--- src/rtl/clkdiv_lock_pkg.sv ---
// Shared control-word bit positions for the clock divider.
// Assumes a 32-bit control word; the divider field starts at FIELD_LSB.
package clkdiv_lock_pkg;
    localparam int CTL_EN        = 0;
    localparam int CTL_RST       = 1;
    localparam int CTL_LOAD      = 2;
    localparam int FIELD_LSB     = 4;
    localparam int LOCK_POS_MAIN = 31;
    localparam int LOCK_POS_ALT  = 27;
    localparam int WORD_W        = 32;

    typedef enum int {
        SKIP_NONE  = 0,
        SKIP_ONE   = 1,
        SKIP_UPTO3 = 2
    } skip_mode_e;
endpackage

--- src/rtl/clkdiv_lock_regs.sv ---
// Control register state: enable, staged divider field and load-pending flag.
// Assumes apply_i pulses for one cycle when the core takes in the staged value.
// A write and an apply in the same cycle leave the load pending if the write strobes.
module clkdiv_lock_regs #(
    parameter int DIV_W     = 8,
    parameter int SKIP_MODE = 0
) (
    input  logic             clk,
    input  logic             rst_n,
    input  logic             wr_en,
    input  logic             wr_en_bit,
    input  logic             wr_load_bit,
    input  logic [DIV_W-1:0] wr_field,
    input  logic             apply_i,
    output logic             en_o,
    output logic [DIV_W-1:0] stage_o,
    output logic             pend_o
);
    logic [DIV_W-1:0] fld_mapped;

    // Remap ratios this divider instance cannot produce.
    always_comb begin
        fld_mapped = wr_field;
        if (SKIP_MODE == 1) begin
            if (wr_field == DIV_W'(1)) fld_mapped = '0;
        end else if (SKIP_MODE == 2) begin
            if (wr_field == DIV_W'(1) || wr_field == DIV_W'(2)) fld_mapped = '0;
            else if (wr_field == DIV_W'(3)) fld_mapped = DIV_W'(4);
        end
    end

    // Hold enable, staged field and the pending-load flag.
    always_ff @(posedge clk) begin
        if (!rst_n) begin
            en_o    <= 1'b0;
            stage_o <= '0;
            pend_o  <= 1'b0;
        end else begin
            if (apply_i) pend_o <= 1'b0;
            if (wr_en) begin
                en_o    <= wr_en_bit;
                stage_o <= fld_mapped;
                if (wr_load_bit) pend_o <= 1'b1;
            end
        end
    end
endmodule

--- src/rtl/clkdiv_lock_core.sv ---
// Free-running period counter, boundary-aligned ratio switch, output gating and lock.
// Assumes the counter runs whether or not the output is enabled, so every load
// and every enable change is taken only at a period boundary.
module clkdiv_lock_core #(
    parameter int DIV_W = 8
) (
    input  logic             clk,
    input  logic             rst_n,
    input  logic             en_i,
    input  logic [DIV_W-1:0] stage_i,
    input  logic             pend_i,
    input  logic             load_req_i,
    output logic             apply_o,
    output logic             lock_o,
    output logic             clk_o
);
    logic [DIV_W-1:0] cnt_q, div_q, n_act, cnt_nx, div_nx, n_nx;
    logic             en_eff_q, en_nx, phase_q, phase_nx, last, armed_q, gate1_q;

    // Effective ratio and period boundary detection.
    always_comb begin
        n_act    = (div_q == '0) ? DIV_W'(1) : div_q;
        last     = (cnt_q == n_act - DIV_W'(1));
        apply_o  = last && pend_i;
        cnt_nx   = last ? '0 : cnt_q + DIV_W'(1);
        div_nx   = apply_o ? stage_i : div_q;
        en_nx    = last ? en_i : en_eff_q;
        n_nx     = (div_nx == '0) ? DIV_W'(1) : div_nx;
        phase_nx = en_nx && (cnt_nx < (n_nx >> 1));
    end

    // Advance the counter, switch ratio and enable at boundaries.
    always_ff @(posedge clk) begin
        if (!rst_n) begin
            cnt_q    <= '0;
            div_q    <= '0;
            en_eff_q <= 1'b0;
            phase_q  <= 1'b0;
        end else begin
            cnt_q    <= cnt_nx;
            div_q    <= div_nx;
            en_eff_q <= en_nx;
            phase_q  <= phase_nx;
        end
    end

    // Lock drops on a strobe and rises after one full period at the new ratio.
    always_ff @(posedge clk) begin
        if (!rst_n) begin
            lock_o  <= 1'b1;
            armed_q <= 1'b0;
        end else if (load_req_i) begin
            lock_o  <= 1'b0;
            armed_q <= 1'b0;
        end else if (apply_o) begin
            armed_q <= 1'b1;
        end else if (armed_q && last) begin
            lock_o  <= 1'b1;
            armed_q <= 1'b0;
        end
    end

    // Pass-through gate for ratio 1, updated while the reference clock is low.
    always_ff @(negedge clk) begin
        if (!rst_n) gate1_q <= 1'b0;
        else        gate1_q <= en_eff_q && (n_act == DIV_W'(1));
    end

    assign clk_o = phase_q | (clk & gate1_q);
endmodule

--- src/rtl/clkdiv_lock_rstgen.sv ---
// Fixed-length downstream reset pulse generator.
// Assumes start_i is a one-cycle write qualifier; requests during a pulse are dropped.
module clkdiv_lock_rstgen #(
    parameter int RST_CYCLES = 16
) (
    input  logic clk,
    input  logic rst_n,
    input  logic start_i,
    output logic busy_o
);
    localparam int CW = $clog2(RST_CYCLES + 1);
    logic [CW-1:0] left_q;

    // Load the pulse length on an idle request and count it down.
    always_ff @(posedge clk) begin
        if (!rst_n)                         left_q <= '0;
        else if (start_i && left_q == '0)   left_q <= CW'(RST_CYCLES);
        else if (left_q != '0)              left_q <= left_q - CW'(1);
    end

    assign busy_o = (left_q != '0);
endmodule

--- src/rtl/clkdiv_lock_top.sv ---
// Register-controlled integer clock divider with load/lock handshake and
// a downstream reset pulse. Assumes all control accesses are synchronous to clk
// and DIV_W leaves the field clear of the lock bit (DIV_W <= 23).
module clkdiv_lock_top #(
    parameter int DIV_W      = 8,
    parameter int SKIP_MODE  = 0,
    parameter bit LOCK_ALT   = 1'b0,
    parameter int RST_CYCLES = 16
) (
    input  logic        clk,
    input  logic        rst_n,
    input  logic        wr_en,
    input  logic [31:0] wr_data,
    output logic [31:0] rd_data,
    output logic        clk_out,
    output logic        dom_rst_o
);
    import clkdiv_lock_pkg::*;

    localparam int LOCK_POS = LOCK_ALT ? LOCK_POS_ALT : LOCK_POS_MAIN;

    logic             en_q, pend_q, apply, lock, load_req;
    logic [DIV_W-1:0] stage_q;
    logic             unused_wr_bits;

    assign load_req       = wr_en && wr_data[CTL_LOAD];
    assign unused_wr_bits = ^wr_data;

    clkdiv_lock_regs #(.DIV_W(DIV_W), .SKIP_MODE(SKIP_MODE)) u_regs (
        .clk        (clk),
        .rst_n      (rst_n),
        .wr_en      (wr_en),
        .wr_en_bit  (wr_data[CTL_EN]),
        .wr_load_bit(wr_data[CTL_LOAD]),
        .wr_field   (wr_data[FIELD_LSB +: DIV_W]),
        .apply_i    (apply),
        .en_o       (en_q),
        .stage_o    (stage_q),
        .pend_o     (pend_q)
    );

    clkdiv_lock_core #(.DIV_W(DIV_W)) u_core (
        .clk       (clk),
        .rst_n     (rst_n),
        .en_i      (en_q),
        .stage_i   (stage_q),
        .pend_i    (pend_q),
        .load_req_i(load_req),
        .apply_o   (apply),
        .lock_o    (lock),
        .clk_o     (clk_out)
    );

    clkdiv_lock_rstgen #(.RST_CYCLES(RST_CYCLES)) u_rst (
        .clk    (clk),
        .rst_n  (rst_n),
        .start_i(wr_en && wr_data[CTL_RST]),
        .busy_o (dom_rst_o)
    );

    // Assemble the read view of the control word.
    always_comb begin
        rd_data                       = '0;
        rd_data[CTL_EN]               = en_q;
        rd_data[CTL_RST]              = dom_rst_o;
        rd_data[CTL_LOAD]             = pend_q;
        rd_data[FIELD_LSB +: DIV_W]   = stage_q;
        rd_data[LOCK_POS]             = lock;
    end
endmodule

--- config.mk ---
export PLATFORM = sky130hd
export DESIGN_NAME = clkdiv_lock_top
export DESIGN_NICKNAME = d
export VERILOG_FILES = /design/src/rtl/clkdiv_lock_pkg.sv /design/src/rtl/clkdiv_lock_regs.sv /design/src/rtl/clkdiv_lock_core.sv /design/src/rtl/clkdiv_lock_rstgen.sv /design/src/rtl/clkdiv_lock_top.sv
export SDC_FILE = /design/constraint.sdc
export NUM_CORES = 1
export LEC_CHECK = 0
export BUFFER_PORTS_ARGS = -buffer_cell sky130_fd_sc_hd__buf_4
export CORE_MARGIN = 1.5
export CORE_UTILIZATION = 30
export CTS_BUF_LIST = sky130_fd_sc_hd__clkbuf_8
export CTS_CLUSTER_SIZE = 12
export DETAILED_ROUTE_END_ITERATION = 12
export HOLD_SLACK_MARGIN = 0.1
export PLACE_DENSITY_LB_ADDON = 0.08
export SYNTH_ARGS = -nofsm -noshare
export SYNTH_HDL_FRONTEND = slang
export SYNTH_SLANG_ARGS = --single-unit
--- constraint.sdc ---
create_clock -name clk -period 3.55 [get_ports clk]
set_input_delay 0 -clock clk [delete_from_list [all_inputs] [get_ports clk]]
set_output_delay 0 -clock clk [all_outputs]
set_load 0.05 [all_outputs]
==> results of run 1 <==
cell type report:
type / count / share of cell area, %
multi-input cells: 171 / 43.36
flip-flops and latches: 36 / 26.23
repair buffers: 65 / 20.91
clock buffers: 10 / 4.773
well taps: 77 / 3.500
inverters: 6 / 0.8182
clock inverters: 3 / 0.4091
what timing repair did:
item / in CTS / in global routing
resized for setup: 0 / 14
endpoints found under the setup margin: 0 / 1
hold buffers: 23 / 0
setup buffers: 0 / 0
hold endpoints to repair: 20 / 0
registers in the layout, summed over array words and instances, names as in the netlist:
signal           count
u_rst.left_q         5
u_regs.stage_o       8
u_regs.en_o          1
u_regs.pend_o        1
u_core.en_eff_q      1
u_core.lock_o        1
u_core.cnt_q         8
u_core.div_q         8
u_core.phase_q       1
u_core.gate1_q       1
u_core.armed_q       1
Yosys cell counts, types with 2 or more instances:
cell | count | area, sq um
or4_1 | 2 | 15.01
o21ai_0 | 4 | 20.02
mux2i_1 | 19 | 190.2
buf_1 | 2 | 7.510
inv_1 | 6 | 22.52
nand2b_1 | 5 | 31.28
a211oi_1 | 2 | 15.01
or2_2 | 2 | 12.51
nand3_1 | 8 | 40.04
a21o_1 | 2 | 15.01
nor4_1 | 2 | 12.51
buf_6 | 2 | 22.52
buf_4 | 24 | 180.2
xor2_1 | 9 | 78.83
o21ai_1 | 3 | 15.01
ha_1 | 10 | 125.1
and3_1 | 3 | 18.77
nand2_1 | 10 | 37.54
a21oi_1 | 5 | 25.02
nor2_1 | 30 | 112.6
xnor2_1 | 9 | 78.83
dfxtp_1 | 36 | 720.7
nor3_1 | 8 | 40.04
nor4b_1 | 2 | 17.52
a31oi_1 | 2 | 12.51
clkbuf_1 | 2 | 7.510
worst min-delay path: stages:
cell,delay (ns)
buf_4,0.18
nand2_1,0.13
a31oi_1,0.09
nor2_1,0.08
power groups by stage:
stage	logic, mW	clock network, mW	registers [mW]
after floorplan	0.797	0.0165	0.536
after global placement	1.14	0.0204	0.537
after detailed placement	1.13	0.0204	0.535
after CTS	1.16	0.424	0.526
after global routing	1.28	0.442	0.541
final	1.18	0.405	0.529
worst max path at each step:
stage,from,to,cells past startpoint
floorplan,u_core.div_q[2]$_SDFF_PN0_,u_core.phase_q$_SDFF_PN0_,16
global placement,u_core.div_q[2]$_SDFF_PN0_,u_core.phase_q$_SDFF_PN0_,15
detailed placement,u_core.div_q[2]$_SDFF_PN0_,u_core.phase_q$_SDFF_PN0_,15
CTS,u_core.div_q[2]$_SDFF_PN0_,u_core.phase_q$_SDFF_PN0_,15
global route,u_core.div_q[5]$_SDFF_PN0_,u_core.phase_q$_SDFF_PN0_,16
finish,u_core.div_q[5]$_SDFF_PN0_,u_core.phase_q$_SDFF_PN0_,16
metal layers:
metal / vias to the layer above / global-route usage, % / share of wire (%)
met5: - / 0 / 0
met4: 0 / 5.812 / 1.4
met3: 7 / 4.183 / 4.0
met2: 43 / 20.56 / 43
met1: 748 / 19.32 / 52
li1: 857 / - / -
metrics by stage:
stage               hold WS (ns)  worst slack, ns  util, %  cells
floorplan                0.06194           0.1743        -    245
global placement          0.2348          0.04613    36.06    334
detailed placement        0.2389          0.07020    36.06    334
CTS                       0.1192          0.04404    41.69    368
global route              0.1648         -0.02880    42.86    368
finish                    0.1272           0.2049    42.86    368
logic make-up (layout without fill, tap and decap cells):
family | after synthesis | count (layout) | synth area share [%]
AOI/OAI and AO/OA | 23 | 23 | 7.420
xor gates and xnor gates | 18 | 18 | 7.793
adders and majority gates | 10 | 10 | 6.184
buffers and inverters | 38 | 84 | 12.31
DFF | 36 | 36 | 35.62
muxes | 19 | 19 | 9.400
other | 1 | 20 | 0.1854
and+or+nand+nor | 81 | 81 | 21.09
==> impl_metrics.tcl, run 1 <==
set metrics [dict create \
    diodes 0 \
    start_util_pct 31.50 \
    track_usage_pct 14.09 \
    p_seq_share_pct 25.0 \
    power.switching_uw 862.9 \
    io_pins 69 \
    ir_worst_vdd_mv 0.4048 \
    final_common_cell "buf_4" \
    drtPass1Iterations 8 \
    critPathSlowestCell "dfxtp_2" \
    placed_area_sq_mm 0.002316 \
    holdPathEnd "u_rst.left_q[1]$_SDFFE_PP0N_" \
    cp_top_family "compound AO/OA/AOI/OAI gates" \
    crit_top_cell "buf_4" \
    status "complete, but fails checks" \
    critPathBufInv 3 \
    crit_chain "nor4_4, a21oi_2, ha_2, buf_4, o21ai_0, nand3b_1, a221oi_2, clkbuf_16, nand2_8, buf_4, mux2i_1, ha_1, nand3_1, a31o_2, a31oi_1, o21ai_2" \
    ys_seq_area_share_pct 35.62 \
    crit_path_end_kind "flip-flop" \
    power.share.switching_pct 40.75 \
    max_stage_delay_ns 0.35 \
    worstSetupStartpointType "flip-flop" \
    ys_types 43 \
    io_buffers 27 \
    drv_slew 0 \
    wl_um 4728 \
    die_h_um 85.12 \
    fillerInstances 647 \
    clock_latency_ns 0.46 \
    grt_overflow 0 \
    synth_ff_type "dfxtp_1" \
    power_frac_clock_pct 19.1 \
    drc_errors 2 \
    grt_pass1_vias 1591 \
    netlist_area_sq_mm 0.002023 \
    total_power_mw 2.118 \
    rows 29 \
    ys_warn_count 0 \
    cp_data_arrival_time_ns 3.61 \
    power_leakage_nw 1.265 \
    violations "design-rule violations" \
    core_area_sq_mm 0.006422 \
    finalCriticalPeriod_ns 3.345 \
    wl_per_cell_um 12.85 \
    nNetsFinal 335 \
    maxSlewHeadroom_pct 65.80 \
    regToRegStartpoint "u_core.div_q[5]$_SDFF_PN0_" \
    grt_max_degree 29 \
    synth_edf_count 0 \
    fp.dieArea_sq_mm 0.007245 \
    layout-drive-gt1-share_pct 24.05 \
    vias 1655 \
    cap_violations 0 \
    internal-power_mw 1.255 \
    fin_setup_tns_ns 0 \
    dpl.hpwl_um 3307 \
    hold_violations 0 \
    tightest_slew_ns 0.5123 \
    hold_class "input pin to flip-flop" \
    gp_congestion 0.7628 \
    synthCells 226 \
    clock.fmax_mhz 298.9 \
    drt_iter0_drc 64 \
    final_cell_mix "buf_4, dfxtp_1, nor2_1" \
    vias_per_cell 4.497 \
    crit_required_ns 3.81 \
    async_flop_share_pct 0 \
    finish.instance_area_sq_mm 0.002753 \
    min-delay-start "wr_en" \
    cellPowerDensity_mw_per_mm2 769.3 \
    rrSetupSlack_ns 0.20 \
    antenna_found_initial 0 \
    die_w_um 85.12 \
    skew_ns 0.07537 \
    multi_input_area_sq_mm 0.001194 \
    hold_depth 4 \
    path_clk_slew_ns 0.07 \
    grt_pass1_wl_um 7879 \
    p_comb_share_pct 55.9 \
    avgSynthCellArea_sq_um 8.952 \
    setup_viol 0 \
    worstRegToRegCells 16 \
    seq_area_sq_um 721.9 \
    synthToLayoutAreaGrowth_pct 36.05 \
    worstPathMaxFanout 7 \
    r2r-end "u_core.phase_q$_SDFF_PN0_" \
    period_share_pct 94.23 \
    final_antenna_net_count 0 \
    synth-seq-cells 36 \
    worstSetupPathType "flip-flop to flip-flop" \
    cts_tree "yes" \
]
Power figures use the tool's default switching activity.
==> run 2, diff against run 1 <==
--- a/config.mk
+++ b/config.mk
@@ -5,12 +5,12 @@
 export SDC_FILE = /design/constraint.sdc
 export NUM_CORES = 1
 export LEC_CHECK = 0
-export BUFFER_PORTS_ARGS = -buffer_cell sky130_fd_sc_hd__buf_4
 export CORE_MARGIN = 1.5
 export CORE_UTILIZATION = 30
 export CTS_BUF_LIST = sky130_fd_sc_hd__clkbuf_8
 export CTS_CLUSTER_SIZE = 12
 export DETAILED_ROUTE_END_ITERATION = 12
+export DONT_BUFFER_PORTS = 1
 export HOLD_SLACK_MARGIN = 0.1
 export PLACE_DENSITY_LB_ADDON = 0.08
 export SYNTH_ARGS = -nofsm -noshare
==> impl_metrics.tcl, run 2 (same netlist as run 1, synthesis figures left out) <==
set metrics [dict create \
    violations "design-rule violations" \
    wl_um 4560 \
    skew_ns 0.07600 \
    drv_slew 0 \
    nNetsFinal 299 \
    fillerInstances 681 \
    fp.dieArea_sq_mm 0.007245 \
    die_w_um 85.12 \
    vias 1520 \
    cts_tree "yes" \
    dpl.hpwl_um 3317 \
    grt_pass1_wl_um 7279 \
    final_common_cell "dfxtp_1" \
    hold_class "input pin to flip-flop" \
    grt_pass1_vias 1456 \
    fin_ws_ns 0.2338 \
    diodes 0 \
    drc_errors 2 \
    gp_congestion 0.7440 \
    antenna_found_initial 0 \
    cp_data_arrival_time_ns 3.65 \
    core_area_sq_mm 0.006422 \
    layout-drive-gt1-share_pct 15.29 \
    hold_depth 3 \
    cap_violations 0 \
    worstSetupPathType "flip-flop to flip-flop" \
    setup_viol 0 \
    synthToLayoutAreaGrowth_pct 18.06 \
    maxSlewHeadroom_pct 41.36 \
    wl_per_cell_um 13.73 \
    clock.fmax_mhz 301.6 \
    io_pins 69 \
    crit_path_end_kind "flip-flop" \
    instances_no_fill 332 \
    vias_per_cell 4.578 \
    cellPowerDensity_mw_per_mm2 811.9 \
    crit_required_ns 3.89 \
    placed_area_sq_mm 0.002101 \
    finish.instance_area_sq_mm 0.002389 \
    power_leakage_nw 1.093 \
    start_util_pct 31.50 \
    finalCriticalPeriod_ns 3.316 \
    track_usage_pct 13.48 \
    worstRegToRegCells 15 \
    drtPass1Iterations 8 \
    worstSetupStartpointType "flip-flop" \
    dp_cells 307 \
    drt_iter0_drc 51 \
    final_util_pct 37.19 \
    ir_worst_vdd_mv 0.3519 \
    die_h_um 85.12 \
    tightest_slew_ns 0.8786 \
    io_buffers 0 \
    period_share_pct 93.41 \
    final_cell_mix "dfxtp_1, nor2_1, conb_1" \
    final_antenna_net_count 0 \
    clock_latency_ns 0.47 \
    grt_overflow 0 \
    pre_cts_slack_ns 0.09100 \
    hold_violations 0 \
    reg.largest.list "u_core.cnt_q x8, u_core.div_q x8, u_regs.stage_o x8" \
    path_clk_slew_ns 0.08 \
    worstPathMaxFanout 6 \
    grt_max_degree 29 \
    rows 29 \
    status "complete, but fails checks" \
    post_cts_buffers 0 \
]
run 2: cell count changes in the layout (fill, tap and decap cells not counted), sizes merged:
cell	previous run	this run
clkbuf	10	8
dlygate4sd3	23	14
clkinv	0	1
buf	42	16
run 2: per-stage QoR:
stage	hold WS (ns)	setup TNS [ns]	power (mW)
floorplan	0.06194	0	1.349
global placement	0.06445	0	1.559
detailed placement	0.06780	0	1.556
CTS	0.2735	0	1.962
global route	0.2971	-0.02676	2.088
finish	0.2850	0	1.939
run 2: critical path: stages (launching register included):
cell	delay (ns)
dfxtp_1	0.33
nor4_4	0.30
a21oi_2	0.10
ha_1	0.22
nor4b_1	0.30
o21ai_1	0.13
a221oi_2	0.27
buf_4	0.20
nand2_8	0.08
mux2i_2	0.17
ha_1	0.34
a211oi_2	0.26
nand3_1	0.10
mux2i_1	0.20
nand2_1	0.09
o21ai_2	0.14
run 2: layer usage:
metal / wire length [um] / up-vias / track usage, %
met1: 2280 / 683 / 18.08
met2: 2007 / 39 / 19.48
li1: - / 791 / -
met5: 0 / - / 0
met3: 192 / 7 / 4.377
met4: 79 / 0 / 6.408
run 2: cell type report:
cell class / count / area [sq um] / share of cell area, %
multi-input combinational: 171 / 1146 / 47.98
sequential: 36 / 721.9 / 30.23
timing repair buffer: 30 / 272.8 / 11.42
clock buffer: 8 / 110.1 / 4.610
tap: 77 / 96.34 / 4.034
inverter: 6 / 22.52 / 0.9429
clock inverter: 4 / 18.77 / 0.7858
run 2: path summary, 6_finish.rpt:
path	to	start	slack, ns
worst min-delay path	u_regs.stage_o[7]$_SDFFE_PN0P_	wr_data[11]	0.28
worst max register to register	u_core.phase_q$_SDFF_PN0_	u_core.div_q[2]$_SDFF_PN0_	0.23
worst min register to register	u_core.armed_q$_SDFFE_PP0P_	u_core.armed_q$_SDFFE_PP0P_	0.47
worst max-delay path	u_core.phase_q$_SDFF_PN0_	u_core.div_q[2]$_SDFF_PN0_	0.23
run 2: what timing repair did:
item / CTS / global route
resized for setup: 0 / 7
hold buffers: 14 / 0
endpoints found under the setup margin: 0 / 1
endpoints found under the hold margin: 34 / 0
run 2: power breakdown:
group,switching [mW],internal (mW),total [mW],leakage (nW)
combinational,0.571,0.425,0.997,0.711
clock,0.186,0.210,0.396,0.0876
sequential,0.0812,0.465,0.547,0.294
